### src/rtl/tam_pkg.sv
package tam_pkg;
  localparam int TILE_LG     = 12;  // 4 KB tiles
  localparam int TILE_ROW_LG = 7;   // 128 bytes across a tile
  localparam int TILE_HT_LG  = 5;   // 32 rows down a tile
  localparam int MAX_SHIFT   = 4;   // 16-byte pixels

  // pixel size code to log2 of bytes; codes above 4 clamp to 16 bytes
  function automatic logic [2:0] bpp_shift(input logic [2:0] code);
    return (code > 3'(MAX_SHIFT)) ? 3'(MAX_SHIFT) : code;
  endfunction
endpackage

### src/rtl/tam_cfg.sv
module tam_cfg #(
  parameter int ADDR_W  = 32,
  parameter int PITCH_W = 8
) (
  input  logic               clk,
  input  logic               rst_n,
  input  logic               load,
  input  logic [ADDR_W-1:0]  base_i,
  input  logic [PITCH_W-1:0] pitch_i,
  input  logic [2:0]         bpp_i,
  output logic [ADDR_W-1:0]  base_o,
  output logic [PITCH_W-1:0] pitch_o,
  output logic [2:0]         shift_o
);
  import tam_pkg::*;

  logic [ADDR_W-1:0]  base_d, base_q;
  logic [PITCH_W-1:0] pitch_d, pitch_q;
  logic [2:0]         shift_d, shift_q;

  always_comb begin
    base_d  = base_q;
    pitch_d = pitch_q;
    shift_d = shift_q;
    if (load) begin
      base_d  = base_i;
      pitch_d = pitch_i;
      shift_d = bpp_shift(bpp_i);
    end
  end

  always_ff @(posedge clk or negedge rst_n) begin
    if (!rst_n) begin
      base_q  <= '0;
      pitch_q <= '0;
      shift_q <= '0;
    end else begin
      base_q  <= base_d;
      pitch_q <= pitch_d;
      shift_q <= shift_d;
    end
  end

  assign base_o  = base_q;
  assign pitch_o = pitch_q;
  assign shift_o = shift_q;
endmodule

### src/rtl/tam_tilepos.sv
module tam_tilepos #(
  parameter int COORD_W = 14,
  parameter int PITCH_W = 8
) (
  input  logic [COORD_W-1:0]  x,
  input  logic [COORD_W-1:0]  y,
  input  logic [2:0]          shift,
  input  logic [PITCH_W-1:0]  pitch,
  output logic [COORD_W-4:0]  tcol,
  output logic [COORD_W-6:0]  trow,
  output logic [6:0]          bx_lo,
  output logic [4:0]          y_lo,
  output logic                oor
);
  import tam_pkg::*;

  localparam int BX_W   = COORD_W + MAX_SHIFT;
  localparam int TCOL_W = BX_W - TILE_ROW_LG;
  localparam int CMP_W  = (TCOL_W > PITCH_W) ? TCOL_W : PITCH_W;

  logic [BX_W-1:0] bx;

  always_comb begin
    bx    = {{MAX_SHIFT{1'b0}}, x} << shift;
    tcol  = bx[BX_W-1:TILE_ROW_LG];
    bx_lo = bx[TILE_ROW_LG-1:0];
    trow  = y[COORD_W-1:TILE_HT_LG];
    y_lo  = y[TILE_HT_LG-1:0];
    oor   = CMP_W'(tcol) >= CMP_W'(pitch);
  end
endmodule

### src/rtl/tam_intra.sv
module tam_intra (
  input  logic [6:0]  bx_lo,
  input  logic [4:0]  y_lo,
  output logic [11:0] off
);
  // three 2x2 column-major levels: column bit above row bit at each level
  logic [2:0] col_bits;
  logic [2:0] row_bits;

  assign col_bits = bx_lo[6:4];
  assign row_bits = y_lo[4:2];

  genvar lv;
  generate
    for (lv = 0; lv < 3; lv++) begin : g_level
      assign off[7 + 2*lv] = col_bits[lv];
      assign off[6 + 2*lv] = row_bits[lv];
    end
  endgenerate

  assign off[5:4] = y_lo[1:0];
  assign off[3:0] = bx_lo[3:0];
endmodule

### src/rtl/tile_addr_mapper.sv
module tile_addr_mapper #(
  parameter int ADDR_W  = 32,
  parameter int COORD_W = 14,
  parameter int PITCH_W = 8
) (
  input  logic               clk,
  input  logic               rst_n,
  input  logic               start,
  input  logic [ADDR_W-1:0]  cfg_base,
  input  logic [PITCH_W-1:0] cfg_pitch,
  input  logic [2:0]         cfg_bpp,
  input  logic               in_valid,
  output logic               in_ready,
  input  logic [COORD_W-1:0] in_x,
  input  logic [COORD_W-1:0] in_y,
  output logic               out_valid,
  input  logic               out_ready,
  output logic [ADDR_W-1:0]  out_addr,
  output logic               out_oor
);
  import tam_pkg::*;

  // reset: asserted asynchronously, released through two flops
  logic rst_m1, rst_sn;
  always_ff @(posedge clk or negedge rst_n) begin
    if (!rst_n) begin
      rst_m1 <= 1'b0;
      rst_sn <= 1'b0;
    end else begin
      rst_m1 <= 1'b1;
      rst_sn <= rst_m1;
    end
  end

  logic [ADDR_W-1:0]  base_q;
  logic [PITCH_W-1:0] pitch_q;
  logic [2:0]         shift_q;

  tam_cfg #(.ADDR_W(ADDR_W), .PITCH_W(PITCH_W)) u_cfg (
    .clk(clk), .rst_n(rst_sn), .load(start),
    .base_i(cfg_base), .pitch_i(cfg_pitch), .bpp_i(cfg_bpp),
    .base_o(base_q), .pitch_o(pitch_q), .shift_o(shift_q)
  );

  logic [COORD_W-4:0] tcol;
  logic [COORD_W-6:0] trow;
  logic [6:0]         bx_lo;
  logic [4:0]         y_lo;
  logic               oor_c;

  tam_tilepos #(.COORD_W(COORD_W), .PITCH_W(PITCH_W)) u_pos (
    .x(in_x), .y(in_y), .shift(shift_q), .pitch(pitch_q),
    .tcol(tcol), .trow(trow), .bx_lo(bx_lo), .y_lo(y_lo), .oor(oor_c)
  );

  logic [11:0] off;
  tam_intra u_intra (.bx_lo(bx_lo), .y_lo(y_lo), .off(off));

  logic [ADDR_W-1:0] tile_idx, addr_c;
  always_comb begin
    tile_idx = ADDR_W'(trow) * ADDR_W'(pitch_q) + ADDR_W'(tcol);
    addr_c   = base_q + (tile_idx << TILE_LG) + ADDR_W'(off);
  end

  // output stage
  logic              vld_q, vld_d, oor_q, oor_d, load;
  logic [ADDR_W-1:0] addr_q, addr_d;

  assign in_ready = rst_sn && !start && (!vld_q || out_ready);
  assign load     = in_valid && in_ready;

  always_comb begin
    vld_d  = vld_q;
    addr_d = addr_q;
    oor_d  = oor_q;
    if (load) begin
      vld_d  = 1'b1;
      addr_d = addr_c;
      oor_d  = oor_c;
    end else if (out_ready) begin
      vld_d  = 1'b0;
    end
  end

  always_ff @(posedge clk or negedge rst_sn) begin
    if (!rst_sn) begin
      vld_q  <= 1'b0;
      addr_q <= '0;
      oor_q  <= 1'b0;
    end else begin
      vld_q  <= vld_d;
      addr_q <= addr_d;
      oor_q  <= oor_d;
    end
  end

  assign out_valid = vld_q;
  assign out_addr  = addr_q;
  assign out_oor   = oor_q;
endmodule

### config.mk
export PLATFORM = sky130hd
export DESIGN_NAME = tile_addr_mapper
export DESIGN_NICKNAME = d
export VERILOG_FILES = /design/src/rtl/tam_pkg.sv /design/src/rtl/tam_cfg.sv /design/src/rtl/tam_tilepos.sv /design/src/rtl/tam_intra.sv /design/src/rtl/tile_addr_mapper.sv
export SDC_FILE = /design/constraint.sdc
export NUM_CORES = 1
export LEC_CHECK = 0
export BUFFER_PORTS_ARGS = -buffer_cell sky130_fd_sc_hd__buf_4
export CAP_MARGIN = 25
export CELL_PAD_IN_SITES_DETAIL_PLACEMENT = 1
export CELL_PAD_IN_SITES_GLOBAL_PLACEMENT = 2
export CORE_ASPECT_RATIO = 2
export CORE_MARGIN = 2
export CORE_UTILIZATION = 37
export DETAILED_ROUTE_END_ITERATION = 12
export PLACE_DENSITY = 0.9
export SLEW_MARGIN = 5
export SYNTH_ARGS = -nofsm -noshare
export SYNTH_HDL_FRONTEND = slang
export SYNTH_SLANG_ARGS = --single-unit
### constraint.sdc
create_clock -name clk -period 3.2 [get_ports clk]
set_clock_uncertainty 0.2 [all_clocks]
set_input_delay 0.16 -clock clk [delete_from_list [all_inputs] [get_ports clk]]
set_output_delay 0.16 -clock clk [all_outputs]
set_load 0.005 [all_outputs]
==> impl_metrics.py, run 1 <==
metrics = {
    "synthesis": {
        "yosysTopAreaCell": "dfrtp_1",
        "synth-seq-cells": 79,
        "synth-xor-area-share_pct": 2.43,
        "synth_top_family_by_area": "adder cells",
        "synthesis.nets": 1128,
        "synth_most_common_cell": "nand2_1",
        "postSynthCellCount": 917,
        "synthTopCellsByCount": "97 x nand2_1, 95 x inv_1, 81 x ha_1, 79 x dfrtp_1, 54 x fa_1",
        "synth.cell_area_sq_um": 8310,
        "synth_fa_ha_area_share_pct": 25.2,
        "ys.warnings.count": 0,
        "avgSynthCellArea_sq_um": 9.06,
        "synth_top_area_share_pct": 23.8,
        "synth_ff_type": "dfrtp_1",
        "yosysSeqAreaShare_pct": 23.8,
        "synth_compound_area_share_pct": 15.6,
        "async_reset_ff_share_pct": 100,
        "synthMuxAreaShare_pct": 8.44,
        "synth_edf_count": 0,
        "synth-simple-area-share_pct": 18.0,
        "synth_area_leaders": "dfrtp_1 24%, fa_1 13%, ha_1 12%",
        "ys_types": 75,
    },
    "critical_path": {
        "critPathCaptureType": "register",
        "r2r_end": "out_addr[31]$_DFFE_PN0P_",
        "crit_fanout": 6,
        "worstSetupStartpointType": "register",
        "arrival_ns": 6.92,
        "critPathRequiredTime_ns": 3.28,
        "criticalPathCategory": "register to register",
        "crit_slowest_cell": "fa_1",
        "cp_slowest_stage_delay_ns": 0.54,
        "r2r-start": "u_cfg.shift_o[1]$_DFFE_PN0P_",
        "cp_common_cell": "fa_1",
        "r2r_setup_slack_ns": -3.64,
        "reg2regPathDepth": 30,
    },
    "placed_design": {
        "dpl_cell_area_sq_um": 11000,
        "place_congestion": 0.870,
        "post-place-cells": 1453,
        "dp_hpwl_microns": 23400,
        "port_buffers": 110,
    },
    "clock_network": {
        "insertion_delay_ns": 0.38,
        "clk_pin_slew_worst_paths_ns": 0.08,
        "cts_root_buffer": "clkbuf_16",
        "cts_buffer_depth": 2,
        "clock_sinks": 79,
        "tritoncts": "done",
        "h-tree-depth": 3,
        "numCtsBuffers": 9,
    },
    "timing": {
        "fin_ws_ns": -3.64,
        "slew_viol_final": 0,
        "finalSetupTns_ns": -56.73,
        "fmax_ghz": 0.146,
        "final.min_clock_period_ns": 6.84,
        "tightest_slew_ns": 0.782,
        "finalSetupViolCount": 29,
        "max_slew_margin_pct": 47.9,
        "hold_viol": 0,
        "fin_crit_sh_pct": 214,
        "rsz0062_at_grt": "true",
    },
    "die": {
        "die-area_sq_um": 23700,
        "die-height_microns": 216,
        "die_x_microns": 110,
        "coreArea_sq_um": 22100,
        "ios": 111,
        "num_rows": 77,
        "start_util_pct": 37.6,
    },
    "global_routing": {
        "antenna_found_initial": 1,
        "grt_max_degree": 54,
        "grt_usage_pct": 29.0,
        "overflow": 0,
        "grt_pass1_wl_microns": 52400,
        "grt_pass1_vias": 9984,
    },
    "status": {
        "violations": "setup timing",
        "outcome": "complete, but fails checks",
    },
    "drt": {
        "dr.pass1.iters": 5,
        "wire_per_inst_microns": 24.9,
        "wl_microns": 38900,
        "dr.first_iter.drc_count": 457,
        "vias": 9095,
        "vias_per_cell": 5.83,
        "route.detailed.drc": 0,
        "ant_nets": 0,
    },
    "final_layout": {
        "layout-drive-gt1-share_pct": 43.7,
        "syn2layout_area_growth_pct": 55.7,
        "fill_cells": 2425,
        "finalNetCount": 1489,
        "final_cell_area_sq_um": 12900,
        "instances_no_fill": 1560,
        "fin_util_pct": 58.6,
    },
    "min_path": {
        "hold_path_class": "register to async pin",
    },
    "flow_run": {
        "cap_viol_max_count": 0,
    },
}
worst max-delay path, delay by kind of cell, from the launching register on:
family / cells / cell delay, ns
fa+ha+maj: 6 / 2.46
flops: 1 / 0.48
mux: 2 / 0.58
compound gates: 7 / 0.84
buf+inv: 9 / 0.99
simple gates: 5 / 1.04
xor+xnor: 1 / 0.12
registers in the layout, summed over array words and instances, names as in the netlist:
register / cells
rst_sn: 1
out_valid: 1
u_cfg.pitch_o: 8
u_cfg.base_o: 32
out_addr: 32
rst_m1: 1
u_cfg.shift_o: 3
out_oor: 1
final cells by class:
| cell class | count | area [sq um] | share of cell area [%] |
|---|---|---|---|
| clock inverters | 6 | 51.3 | 0.397 |
| inverters | 96 | 368 | 2.84 |
| well taps | 276 | 345 | 2.67 |
| repair buffers | 391 | 3180 | 24.6 |
| multi-input cells | 701 | 6760 | 52.3 |
| flip-flops and latches | 79 | 1980 | 15.3 |
| diodes | 1 | 2.50 | 0.0194 |
| clock buffers | 10 | 239 | 1.85 |
metal layers:
metal | up-vias | wire (microns) | global-route usage (%)
met5 | - | 0 | 0
met4 | 0 | 3470 | 18.7
met3 | 199 | 1490 | 3.14
met2 | 380 | 20900 | 54.5
met1 | 4610 | 13000 | 28.8
li1 | 3906 | - | -
worst max path at each step:
stage | end | slack (ns) | depth (start not counted) | from
2_1_floorplan | out_addr[28]$_DFFE_PN0P_ | -2.84 | 26 | u_cfg.shift_o[0]$_DFFE_PN0P_
3_3_place_gp | out_addr[31]$_DFFE_PN0P_ | -3.43 | 25 | u_cfg.shift_o[1]$_DFFE_PN0P_
3_5_place_dp | out_addr[30]$_DFFE_PN0P_ | -3.59 | 25 | u_cfg.shift_o[1]$_DFFE_PN0P_
4_1_cts | out_addr[31]$_DFFE_PN0P_ | -3.25 | 27 | u_cfg.shift_o[0]$_DFFE_PN0P_
5_1_grt | out_addr[29]$_DFFE_PN0P_ | -3.83 | 29 | u_cfg.shift_o[1]$_DFFE_PN0P_
6_report | out_addr[31]$_DFFE_PN0P_ | -3.64 | 30 | u_cfg.shift_o[1]$_DFFE_PN0P_
cell usage in the layout, fill, tap and decap left out, types with 10 or more instances in the layout:
master,synthesis,routed
a21oi_2,2,18
buf_4,1,311
nand2_1,97,85
dfrtp_1,79,76
mux2_2,37,37
inv_2,0,11
dlygate4sd3_1,0,48
o21a_1,14,14
nand2_2,1,10
nor2_1,38,33
inv_1,95,82
ha_1,81,59
nor3_1,18,12
o21ai_0,34,24
a21o_1,13,13
and2_1,47,46
a21oi_1,39,19
xnor2_1,16,11
ha_4,0,18
nand3_1,29,27
fa_1,54,52
o21ai_1,10,10
buf_6,1,31
nand4_1,11,11
cells by family after synthesis:
group           count (synthesis)
flops                          79
buf+inv                       137
other cells                     1
xor+xnor                       23
mux                            59
fa+ha+maj                     135
simple gates                  295
compound gates                188
what timing repair did:
item                                    CTS  global route
hold buffers                             48             0
endpoints found under the setup margin   28            29
resized for setup                        92            86
buffers inserted                         25            20
pin swaps                                46            46
hold endpoints to repair                 46             0
per-stage QoR:
stage               setup slack [ns]  hold slack [ns]
floorplan                      -2.84           -0.336
global placement               -3.43           -0.257
detailed placement             -3.59           -0.255
CTS                            -3.25            0.137
global route                   -3.83            0.171
finish                         -3.64            0.126
Power of run 1 is not shown: default switching activity piles up to over one toggle a cycle in this logic, so the estimate is an artifact.
==> inputs of run 2 (changes only) <==
- ABC_AREA: default -> 1
- CORE_ASPECT_RATIO: 2 -> default
- CORE_UTILIZATION: 37 -> 33
==> impl_metrics.py, run 2 <==
metrics = {
    "status": {
        "outcome": "complete, but fails checks",
        "violations": "DRC, setup timing",
    },
    "clock_network": {
        "cts_buffer_depth": 2,
        "tritoncts": "done",
        "numCtsBuffers": 9,
        "cts_root_buffer": "clkbuf_16",
        "h-tree-depth": 3,
        "clock_sinks": 79,
        "insertion_delay_ns": 0.35,
        "clk_pin_slew_worst_paths_ns": 0.07,
    },
    "die": {
        "die-height_microns": 168,
        "die_x_microns": 168,
        "num_rows": 59,
        "coreArea_sq_um": 26100,
        "die-area_sq_um": 28100,
        "start_util_pct": 33.8,
        "ios": 111,
    },
    "min_path": {
        "min_path_cells": 3,
        "hold_path_class": "input pin to register",
    },
    "synthesis": {
        "postSynthCellCount": 1338,
        "synth_most_common_cell": "nand2_1",
        "yosysTopAreaCell": "dfrtp_1",
        "avgSynthCellArea_sq_um": 6.60,
        "ys_types": 39,
        "yosysSeqAreaShare_pct": 22.4,
        "synth_top_area_share_pct": 22.4,
        "synth_edf_count": 0,
        "async_reset_ff_share_pct": 100,
        "synthTopCellsByCount": "520 x nand2_1, 272 x inv_1, 81 x ha_1, 79 x dfrtp_1, 55 x nor2_1",
        "synth_area_leaders": "dfrtp_1 22%, nand2_1 22%, fa_1 12%",
        "synth_ff_type": "dfrtp_1",
        "ys.warnings.count": 0,
        "synth.cell_area_sq_um": 8830,
        "synth-seq-cells": 79,
        "synthesis.nets": 1549,
    },
    "placed_design": {
        "port_buffers": 110,
        "place_congestion": 0.860,
        "dp_hpwl_microns": 23600,
        "pre_cts_ws_ns": -2.79,
    },
    "timing": {
        "fin_crit_sh_pct": 177,
        "hold_viol": 0,
        "fin_ws_ns": -2.48,
        "final.min_clock_period_ns": 5.68,
        "finalSetupTns_ns": -38.04,
        "slew_viol_final": 0,
        "fmax_ghz": 0.176,
        "finalSetupViolCount": 18,
        "max_slew_margin_pct": 58.4,
        "tightest_slew_ns": 0.624,
        "rsz0062_at_grt": "true",
    },
    "critical_path": {
        "path_buf_inv": 6,
        "worstSetupStartpointType": "register",
        "criticalPathCategory": "register to register",
        "arrival_ns": 5.76,
        "reg2regPathDepth": 32,
        "path_delay_family": "adder cells",
        "crit_slowest_cell": "fa_1",
        "worst-path-stages": 32,
        "critPathRequiredTime_ns": 3.28,
        "crit_fanout": 8,
        "cp_slowest_stage_delay_ns": 0.51,
        "critPathCaptureType": "register",
    },
    "drt": {
        "vias": 9210,
        "dr.pass1.iters": 8,
        "dr.first_iter.drc_count": 372,
        "ant_nets": 0,
        "vias_per_cell": 4.73,
        "wl_microns": 31000,
        "route.detailed.drc": 6,
        "wire_per_inst_microns": 15.9,
    },
    "global_routing": {
        "antenna_found_initial": 0,
        "overflow": 0,
        "grt_pass1_wl_microns": 50000,
        "grt_usage_pct": 22.0,
        "grt_max_degree": 55,
        "grt_pass1_vias": 10200,
    },
    "final_layout": {
        "antenna_cells": 0,
        "syn2layout_area_growth_pct": 44.4,
        "layout-drive-gt1-share_pct": 29.7,
        "finalNetCount": 1819,
        "final_cell_mix": "471 x nand2_1, 252 x inv_1, 244 x buf_4",
        "layout_commonest_cell": "nand2_1",
    },
    "flow_run": {
        "cap_viol_max_count": 0,
    },
}
[run 2: cell count changes in the layout (fill, tap and decap cells not counted), sizes merged, moves of 12 or more]
cell and change:
nand3 +29, mux2i -16, o21a -14, and2 -45, buf -94, nand2 +432
mux2 -38, nor2 +20, o21ai +16, inv +179, nor2b -12
[run 2: final cells by class]
type	instances	area (sq um)
Sequential cell	79	1980
Timing Repair Buffer	297	2380
Tap cell	335	419
Clock buffer	9	225
Clock inverter	7	104
Multi-Input combinational cell	944	6590
Fill cell	3315	13400
Inverter	277	1040
[run 2: final timing paths]
| kind | end | slack, ns | startpoint |
|---|---|---|---|
| min in group asynchronous | out_addr[4]$_DFFE_PN0P_ | 0.21 | rst_sn$_DFF_PN0_ |
| setup / recovery | out_addr[27]$_DFFE_PN0P_ | -2.48 | u_cfg.shift_o[0]$_DFFE_PN0P_ |
| setup reg to reg | out_addr[27]$_DFFE_PN0P_ | -2.48 | u_cfg.shift_o[0]$_DFFE_PN0P_ |
| hold / removal | u_cfg.base_o[7]$_DFFE_PN0P_ | 0.14 | start |
| hold reg to reg | rst_sn$_DFF_PN0_ | 0.15 | rst_m1$_DFF_PN0_ |
| max in group asynchronous | u_cfg.base_o[21]$_DFFE_PN0P_ | 1.59 | rst_sn$_DFF_PN0_ |
[run 2: worst min-delay path, stage by stage]
cell and delay (ns):
buf_4 0.30, nand2_1 0.13, nand2_1 0.05
[run 2: kinds of logic (layout without fill, tap and decap cells)]
| family | count (synthesis) | in the layout | share of synthesized area [%] |
|---|---|---|---|
| simple gates | 673 | 673 | 30.9 |
| compound gates | 111 | 111 | 6.88 |
| flops | 79 | 79 | 22.4 |
| buf+inv | 315 | 590 | 13.7 |
| xor+xnor | 24 | 24 | 2.38 |
| other cells | 1 | 1 | 0.0425 |
| fa+ha+maj | 135 | 135 | 23.7 |
[run 2: per-stage QoR]
stage               cell area [sq um]  cells  hold slack [ns]  utilization [%]
floorplan                        9120   1338           -0.336                -
global placement                11100   1866           -0.256             42.5
detailed placement              11100   1866           -0.255             42.5
CTS                             12400   1942            0.124             47.4
global route                    12700   1948            0.167             48.8
finish                          12700   1948            0.137             48.8
[run 2: repair_timing]
| action | in CTS | in global routing |
|---|---|---|
| endpoints found under the hold margin | 46 | 0 |
| hold buffers | 48 | 0 |
| pin swaps | 68 | 59 |
| setup buffers | 13 | 6 |
| gates resized for setup | 94 | 74 |
| setup endpoints to repair | 19 | 24 |
[run 2: routing by layer]
| layer | up-vias | wire, microns | share of wire [%] | track usage [%] |
|---|---|---|---|---|
| met4 | 0 | 427 | 1.4 | 3.86 |
| met5 | - | 0 | 0 | 0 |
| met1 | 4501 | 13800 | 45 | 27.8 |
| li1 | 4540 | - | - | - |
| met3 | 26 | 858 | 2.8 | 1.87 |
| met2 | 143 | 15900 | 51 | 41.3 |
Power of run 2 is left out for the same reason.
